$ cat config.mk
export PLATFORM = sky130hd
export DESIGN_NAME = sc_status_reg
export DESIGN_NICKNAME = d
export VERILOG_FILES = /design/src/rtl/sc_status_pkg.sv /design/src/rtl/sc_cmd_decode.sv /design/src/rtl/sc_flag_cell.sv /design/src/rtl/sc_status_pack.sv /design/src/rtl/sc_status_reg.sv
export SDC_FILE = /design/constraint.sdc
export NUM_CORES = 1
export LEC_CHECK = 0
export ABC_CLOCK_PERIOD_IN_PS = 800
export BUFFER_PORTS_ARGS = -buffer_cell sky130_fd_sc_hd__buf_2
export CAP_MARGIN = 5
export CORE_MARGIN = 5
export CORE_UTILIZATION = 37
export CTS_BUF_LIST = sky130_fd_sc_hd__clkbuf_8
export DETAILED_ROUTE_END_ITERATION = 10
export PLACE_DENSITY_LB_ADDON = 0.15
export SETUP_SLACK_MARGIN = 0.5
export SYNTH_ARGS = -nofsm -noshare
export SYNTH_HDL_FRONTEND = slang
export SYNTH_HIERARCHICAL = 1
export SYNTH_SLANG_ARGS = --single-unit
$ cat constraint.sdc
create_clock -name clk -period 0.8 [get_ports clk]
set_input_delay 0.04 -clock clk [delete_from_list [all_inputs] [get_ports clk]]
set_output_delay 0.04 -clock clk [all_outputs]
set_load 0.005 [all_outputs]
$ cat src/rtl/sc_status_pkg.sv
package sc_status_pkg;

  localparam int CMD_W      = 16;
  localparam int STAT_W     = 16;
  localparam int NUM_FLAGS  = 8;
  localparam int NUM_ERR    = 6;
  localparam int NUM_ERR_EN = NUM_ERR - 1;
  localparam int FIRST_ERR  = NUM_FLAGS - NUM_ERR;
  localparam int BUSY_POS   = 13;

  // flag order used inside the block
  typedef enum logic [2:0] {
    FL_EN  = 3'd0,
    FL_MS  = 3'd1,
    FL_ME  = 3'd2,
    FL_TE  = 3'd3,
    FL_RE  = 3'd4,
    FL_AE  = 3'd5,
    FL_TUE = 3'd6,
    FL_RUE = 3'd7
  } flag_e;

  function automatic int stat_pos(input int f);
    case (f)
      0: return 0;
      1: return 1;
      2: return 7;
      3: return 8;
      4: return 9;
      5: return 10;
      6: return 11;
      default: return 12;
    endcase
  endfunction

  function automatic int clr_pos(input int f);
    case (f)
      0: return 0;
      1: return 2;
      2: return 6;
      3: return 8;
      4: return 9;
      5: return 10;
      6: return 11;
      default: return 4;
    endcase
  endfunction

  function automatic int set_pos(input int f);
    case (f)
      0: return 1;
      1: return 3;
      2: return 7;
      3: return 12;
      4: return 13;
      5: return 14;
      6: return 15;
      default: return 5;
    endcase
  endfunction

endpackage

$ cat src/rtl/sc_cmd_decode.sv
module sc_cmd_decode
  import sc_status_pkg::*;
(
  input  logic                 wr_i,
  input  logic [CMD_W-1:0]     cmd_i,
  output logic [NUM_FLAGS-1:0] set_o,
  output logic [NUM_FLAGS-1:0] clr_o
);

  for (genvar g = 0; g < NUM_FLAGS; g++) begin : g_pair
    assign set_o[g] = wr_i & cmd_i[set_pos(g)];
    assign clr_o[g] = wr_i & cmd_i[clr_pos(g)];
  end

endmodule

$ cat src/rtl/sc_flag_cell.sv
module sc_flag_cell (
  input  logic clk,
  input  logic rst_n,
  input  logic set_i,
  input  logic clr_i,
  input  logic evt_i,
  output logic q_o
);

  logic nxt;

  // priority: event, then a lone set, then a lone clear, else hold
  always_comb begin
    nxt = q_o;
    if (evt_i)               nxt = 1'b1;
    else if (set_i && !clr_i) nxt = 1'b1;
    else if (clr_i && !set_i) nxt = 1'b0;
  end

  always_ff @(posedge clk or negedge rst_n) begin
    if (!rst_n) q_o <= 1'b0;
    else        q_o <= nxt;
  end

endmodule

$ cat src/rtl/sc_status_pack.sv
module sc_status_pack
  import sc_status_pkg::*;
(
  input  logic [NUM_FLAGS-1:0] flags_i,
  input  logic                 busy_i,
  output logic [STAT_W-1:0]    word_o,
  output logic                 irq_o
);

  always_comb begin
    word_o = '0;
    for (int f = 0; f < NUM_FLAGS; f++) begin
      word_o[stat_pos(f)] = flags_i[f];
    end
    word_o[BUSY_POS] = busy_i;
  end

  assign irq_o = |flags_i[NUM_FLAGS-1:FIRST_ERR];

endmodule

$ cat src/rtl/sc_status_reg.sv
module sc_status_reg
  import sc_status_pkg::*;
(
  input  logic                  clk,
  input  logic                  rst_n,
  input  logic                  cmd_wr,
  input  logic [CMD_W-1:0]      cmd_data,
  input  logic [NUM_ERR-1:0]    hw_err_evt,
  input  logic [NUM_ERR_EN-1:0] err_en,
  input  logic                  busy_in,
  output logic [STAT_W-1:0]     status_word,
  output logic                  err_irq,
  output logic                  active_mode,
  output logic                  master_sel
);

  logic [NUM_FLAGS-1:0] set_v;
  logic [NUM_FLAGS-1:0] clr_v;
  logic [NUM_FLAGS-1:0] evt_v;
  logic [NUM_FLAGS-1:0] flags;

  sc_cmd_decode u_dec (
    .wr_i  (cmd_wr),
    .cmd_i (cmd_data),
    .set_o (set_v),
    .clr_o (clr_v)
  );

  // event routing: control flags have no hardware source,
  // mode error is always checked, the rest are gated
  for (genvar g = 0; g < NUM_FLAGS; g++) begin : g_evt
    if (g < FIRST_ERR) begin : g_none
      assign evt_v[g] = 1'b0;
    end else if (g == FIRST_ERR) begin : g_always
      assign evt_v[g] = hw_err_evt[0];
    end else begin : g_gated
      assign evt_v[g] = hw_err_evt[g-FIRST_ERR] & err_en[g-FIRST_ERR-1];
    end
  end

  for (genvar g = 0; g < NUM_FLAGS; g++) begin : g_cell
    sc_flag_cell u_cell (
      .clk   (clk),
      .rst_n (rst_n),
      .set_i (set_v[g]),
      .clr_i (clr_v[g]),
      .evt_i (evt_v[g]),
      .q_o   (flags[g])
    );
  end

  sc_status_pack u_pack (
    .flags_i (flags),
    .busy_i  (busy_in),
    .word_o  (status_word),
    .irq_o   (err_irq)
  );

  assign active_mode = flags[FL_EN];
  assign master_sel  = flags[FL_MS];

endmodule

Yosys cells after proc, flatten, opt, wreduce, memory -nomap -nowiden
Index checks and enable logic that the tools add are counted. Widths: inputs -> output; s select.

Register bits after elaboration: 8. Word-level logic and storage cells: 92. Memories: 0. Bits in writable memories: 0. Input port bits: 31. Latch bits: 0. ROM bits: 0. Output and inout bits: 19.

Mux-type cells: 22. Bitwise operators: 21. Shift operators: 0. Divide/modulo/power cells: 0. Order comparisons: 0. Add/sub/neg operators: 0. Equal/unequal tests: 0. $mul: 0. Reductions and logical operators: 41.

Operators with widths (number): $mux 1 (22); $and 1x1->1 (21); $reduce_bool 3->1 (6); $logic_and 1x1->1 (16); $logic_not 1->1 (16); $reduce_or 6->1 (1); $reduce_bool 2->1 (2).

Depth between registers and ports, before layout
Depth in word-level cells: 6. Depth in mapped cells: 4. Mapped depth without buffers: 3.

Modules after synthesis
Netlist, hierarchy kept.

By module, submodules not included: sc_flag_cell (area each 47.5 um^2, sequential area each 25.0 um^2, times used 8, cells an instance 5); sc_status_pack (area each 137.6 um^2, sequential area each 0.0 um^2, times used 1, cells an instance 20); sc_cmd_decode (area each 126.4 um^2, sequential area each 0.0 um^2, times used 1, cells an instance 17); sc_status_reg (area each 35.0 um^2, sequential area each 0.0 um^2, times used 1, cells an instance 6).

Worst setup path after synthesis
Ideal clock, no wire load.

Kind: register -> output. Start: register g_cell[7].u_cell.q_o. End: output err_irq. Path slack: 33 ps. Buffers on the path: 0. Required time: 760 ps. Data arrival time: 727 ps. Cell stages (with the launch flop): 3. Cell sequence: dfrtp_1 -> nor4_1 -> nand2_1.

Longest elaborated chain between the ends: 1.

Ends and longest elaborated chain: from (decl) (RTL line sc_flag_cell.sv:7) `output logic q_o`; from (signal assigned) (RTL line sc_flag_cell.sv:22) `else q_o <= nxt;`; $reduce_or 6->1 (RTL line sc_status_pack.sv:18) `assign irq_o = |flags_i[NUM_FLAGS-1:FIRST_ERR];`; to (decl) (RTL line sc_status_reg.sv:12) `output logic err_irq,`.

No other way between the ends.

Worst setup path in the final report
Start: register g_cell[4].u_cell.q_o. End: output status_word[9].

RTL lines: from (decl) (RTL line sc_flag_cell.sv:7); from (signal assigned) (RTL line sc_flag_cell.sv:22); to (decl) (RTL line sc_status_reg.sv:11) `output logic [STAT_W-1:0] status_word,`.

No word-level cell between the ends.

==> impl_results.md <==
* Status: finished with violations
* Failing checks: hold timing, setup timing
* Worst Skew at 0 ns
* Crit path capture type: output pin
* Flip-flop and latch area at 200 um^2
* Yosys warns at 6
* Multi-input gate area at 432 um^2
* Num CTS Buffers at 3
* Startpoint types: flip-flop
* Count of input and output buffers at 40
* Routed Antenna Nets at 0
* # DRC at 0
* Synth area leader: dfrtp_1
* Top flop regs: g_cell.u_cell/q_o (8)
* Drt via density at 4.19
* DRT iter0 DRCs at 2
* Overall Global Routing Usage at 12.4%
* Core area at 0.00175 mm^2
* Post-place setup slack at -0.0832 ns
* Die H at 52.9 um
* Core Rows at 15
* Fill count at 185
* Area Overhead vs Synth at 51.6%
* TritonCTS Sinks at 8
* Yosys top cell area share at 29.5%
* Number of flip-flops under the largest register name at 8
* WL/cell at 11.1 um
* Layout cells sized above 1 at 58.3%
* Largest net degree at the start of global routing at 17
* CTS clk-pin slew, worst paths at 0.04 ns
* Crit-path slowest cell: dfrtp_1
* Worst path cell trace: buf_4, buf_6, buf_6, buf_6
* Post-Synthesis Cells at 83
* Starting Density at 38.9%
* Hold Violations, Final at 8
* Main flop type after synthesis: dfrtp_1
* Clock latency on the worst-skew pair at 0.22 ns
* Sequential area share after synthesis at 29.5%
* Syn Area/Cell at 8.19 um^2
* Total Power at 0.00147 W
* Max Clk Rate at 0.902 GHz
* CTS tree: done
* Routability cong. at 0.659
* Min-Delay Path Class: in2async
* Ant. Diodes at 0
* Layout Nets at 160
* Maxcap violations at 0
* Top cells by count, synth: buf_4 (16), and2_2 (12), and2_1 (9), nor2_1 (9)
* # IOs at 50
* Drt first pass iters at 4
* Tmin final at 1.11 ns
* Critical Path AT at 1.07 ns
* Dpl hpwl at 1280 um
* RSZ-0062 raised after global routing: true
* Count of flip-flops with a built-in enable after synthesis at 0
* Worst EP required at 0.76 ns
* Die ar. at 0.00279 mm^2
* Yosys reg bits at 8
* Peak VDD IR at 0.00146 V
* H-tree depth at 1
* Post-synthesis cell type count at 12
* Global route overflow at 0
* First-pass GRT wire length at 2530 um
* Critical path fanouts, max at 3
* Pleak at 0.491 nW
* Setup ws final at -0.308 ns
* Die width at 52.9 um
* Count leader, synth: buf_4
* Largest buffer count on any clock path at 2
* Reg2reg path depth at 5
* Cell mode on critical path: buf_6
* Fin Hold WS at -0.349 ns
* Root Driver: clkbuf_8
* Fin. max-slew vios at 0
* Area contributors post-synth: dfrtp_1 (29%), buf_4 (18%), and2_2 (13%)
* Drt total wl at 1680 um
* Top reg by flops: g_cell.u_cell/q_o
* Tcrit/Tclk final at 139%
* Vias in the first global route at 620
* Max incr delay on CP at 0.38 ns
* Power Dens Cells at 1430 mW/mm^2
* DR vias at 637
* Post-Syn Area at 679 um^2
* Setup Crit Path Kind: reg2out
* Initial antenna violation count at 0
* Final setup violation count at 15
* Async SR Flop Fraction at 100%
## path summary, 6_finish.rpt
path / startpoint / to / slack [ns]
worst min register to register: g_cell[0].u_cell/q_o / g_cell[0].u_cell/q_o / 0.58
min in group clk: busy_in / status_word[13] / 0.08
worst min-delay path: rst_n / g_cell[2].u_cell/q_o / -0.35
max in group asynchronous: rst_n / g_cell[0].u_cell/q_o / 0.97
worst max register to register: g_cell[4].u_cell/q_o / g_cell[4].u_cell/q_o / -0.25
worst max-delay path: g_cell[4].u_cell/q_o / status_word[9] / -0.31
## where the power goes
part | switching [W] | total, W | internal, W
combinational | 0.000184 | 0.000492 | 0.000308
sequential | 0.0000436 | 0.000497 | 0.000453
clock | 0.000154 | 0.000480 | 0.000326
total | 0.000382 | 0.00147 | 0.00109
## cell families after synthesis
family	synth area share, %
and+or+nand+nor	44.2
DFF	29.5
AOI/OAI and AO/OA	5.89
buffers and inverters	19.3
other	1.11
## repair_timing
action / in CTS / in global routing
setup buffers: 2 / 3
endpoints found under the setup margin: 19 / 19
endpoints found under the hold margin: 8 / 8
gates resized for setup: 11 / 4
pin swaps: 1 / 0
## per-stage QoR
step	util, %	cells	hold slack [ns]	area [um^2]	setup TNS [ns]
6_report	59.0	152	-0.349	1030	-1.58
5_1_grt	59.0	152	-0.336	1030	-2.13
4_1_cts	56.7	149	-0.351	990	-1.25
3_5_place_dp	50.3	144	-0.105	878	-0.223
3_3_place_gp	50.3	144	-0.106	878	-0.197
2_1_floorplan	-	92	-0.256	771	0
## routing by layer
layer	wire length [um]	up-vias	GRT usage, %
met5	0	-	0
met4	0	0	1.28
met3	160	0	5.35
met2	906	28	23.8
met1	615	283	12.7
li1	-	326	-
## worst max-delay path: cells and delay by family, from the launching register on
family                 cells  cell delay (ns)
buffers and inverters      4             0.46
DFF                        1             0.38
## layout by cell type (no fill, tap or decap), drive strengths merged
cell type / netlist / final
a21oi: 8 / 8
and2: 21 / 21
buf: 17 / 49
clkbuf: 0 / 3
conb: 2 / 11
dfrtp: 8 / 8
nand2: 1 / 1
nand2b: 8 / 8
nor2: 9 / 9
nor3b: 8 / 8
nor4: 1 / 1
## layout make-up
| cell class | count | area share [%] |
|---|---|---|
| multi-input combinational | 67 | 41.9 |
| timing repair buffer | 49 | 31.6 |
| sequential | 8 | 19.4 |
| clock buffer | 3 | 4.01 |
| tap | 25 | 3.04 |
No activity file was read; power rests on OpenSTA's default activity.
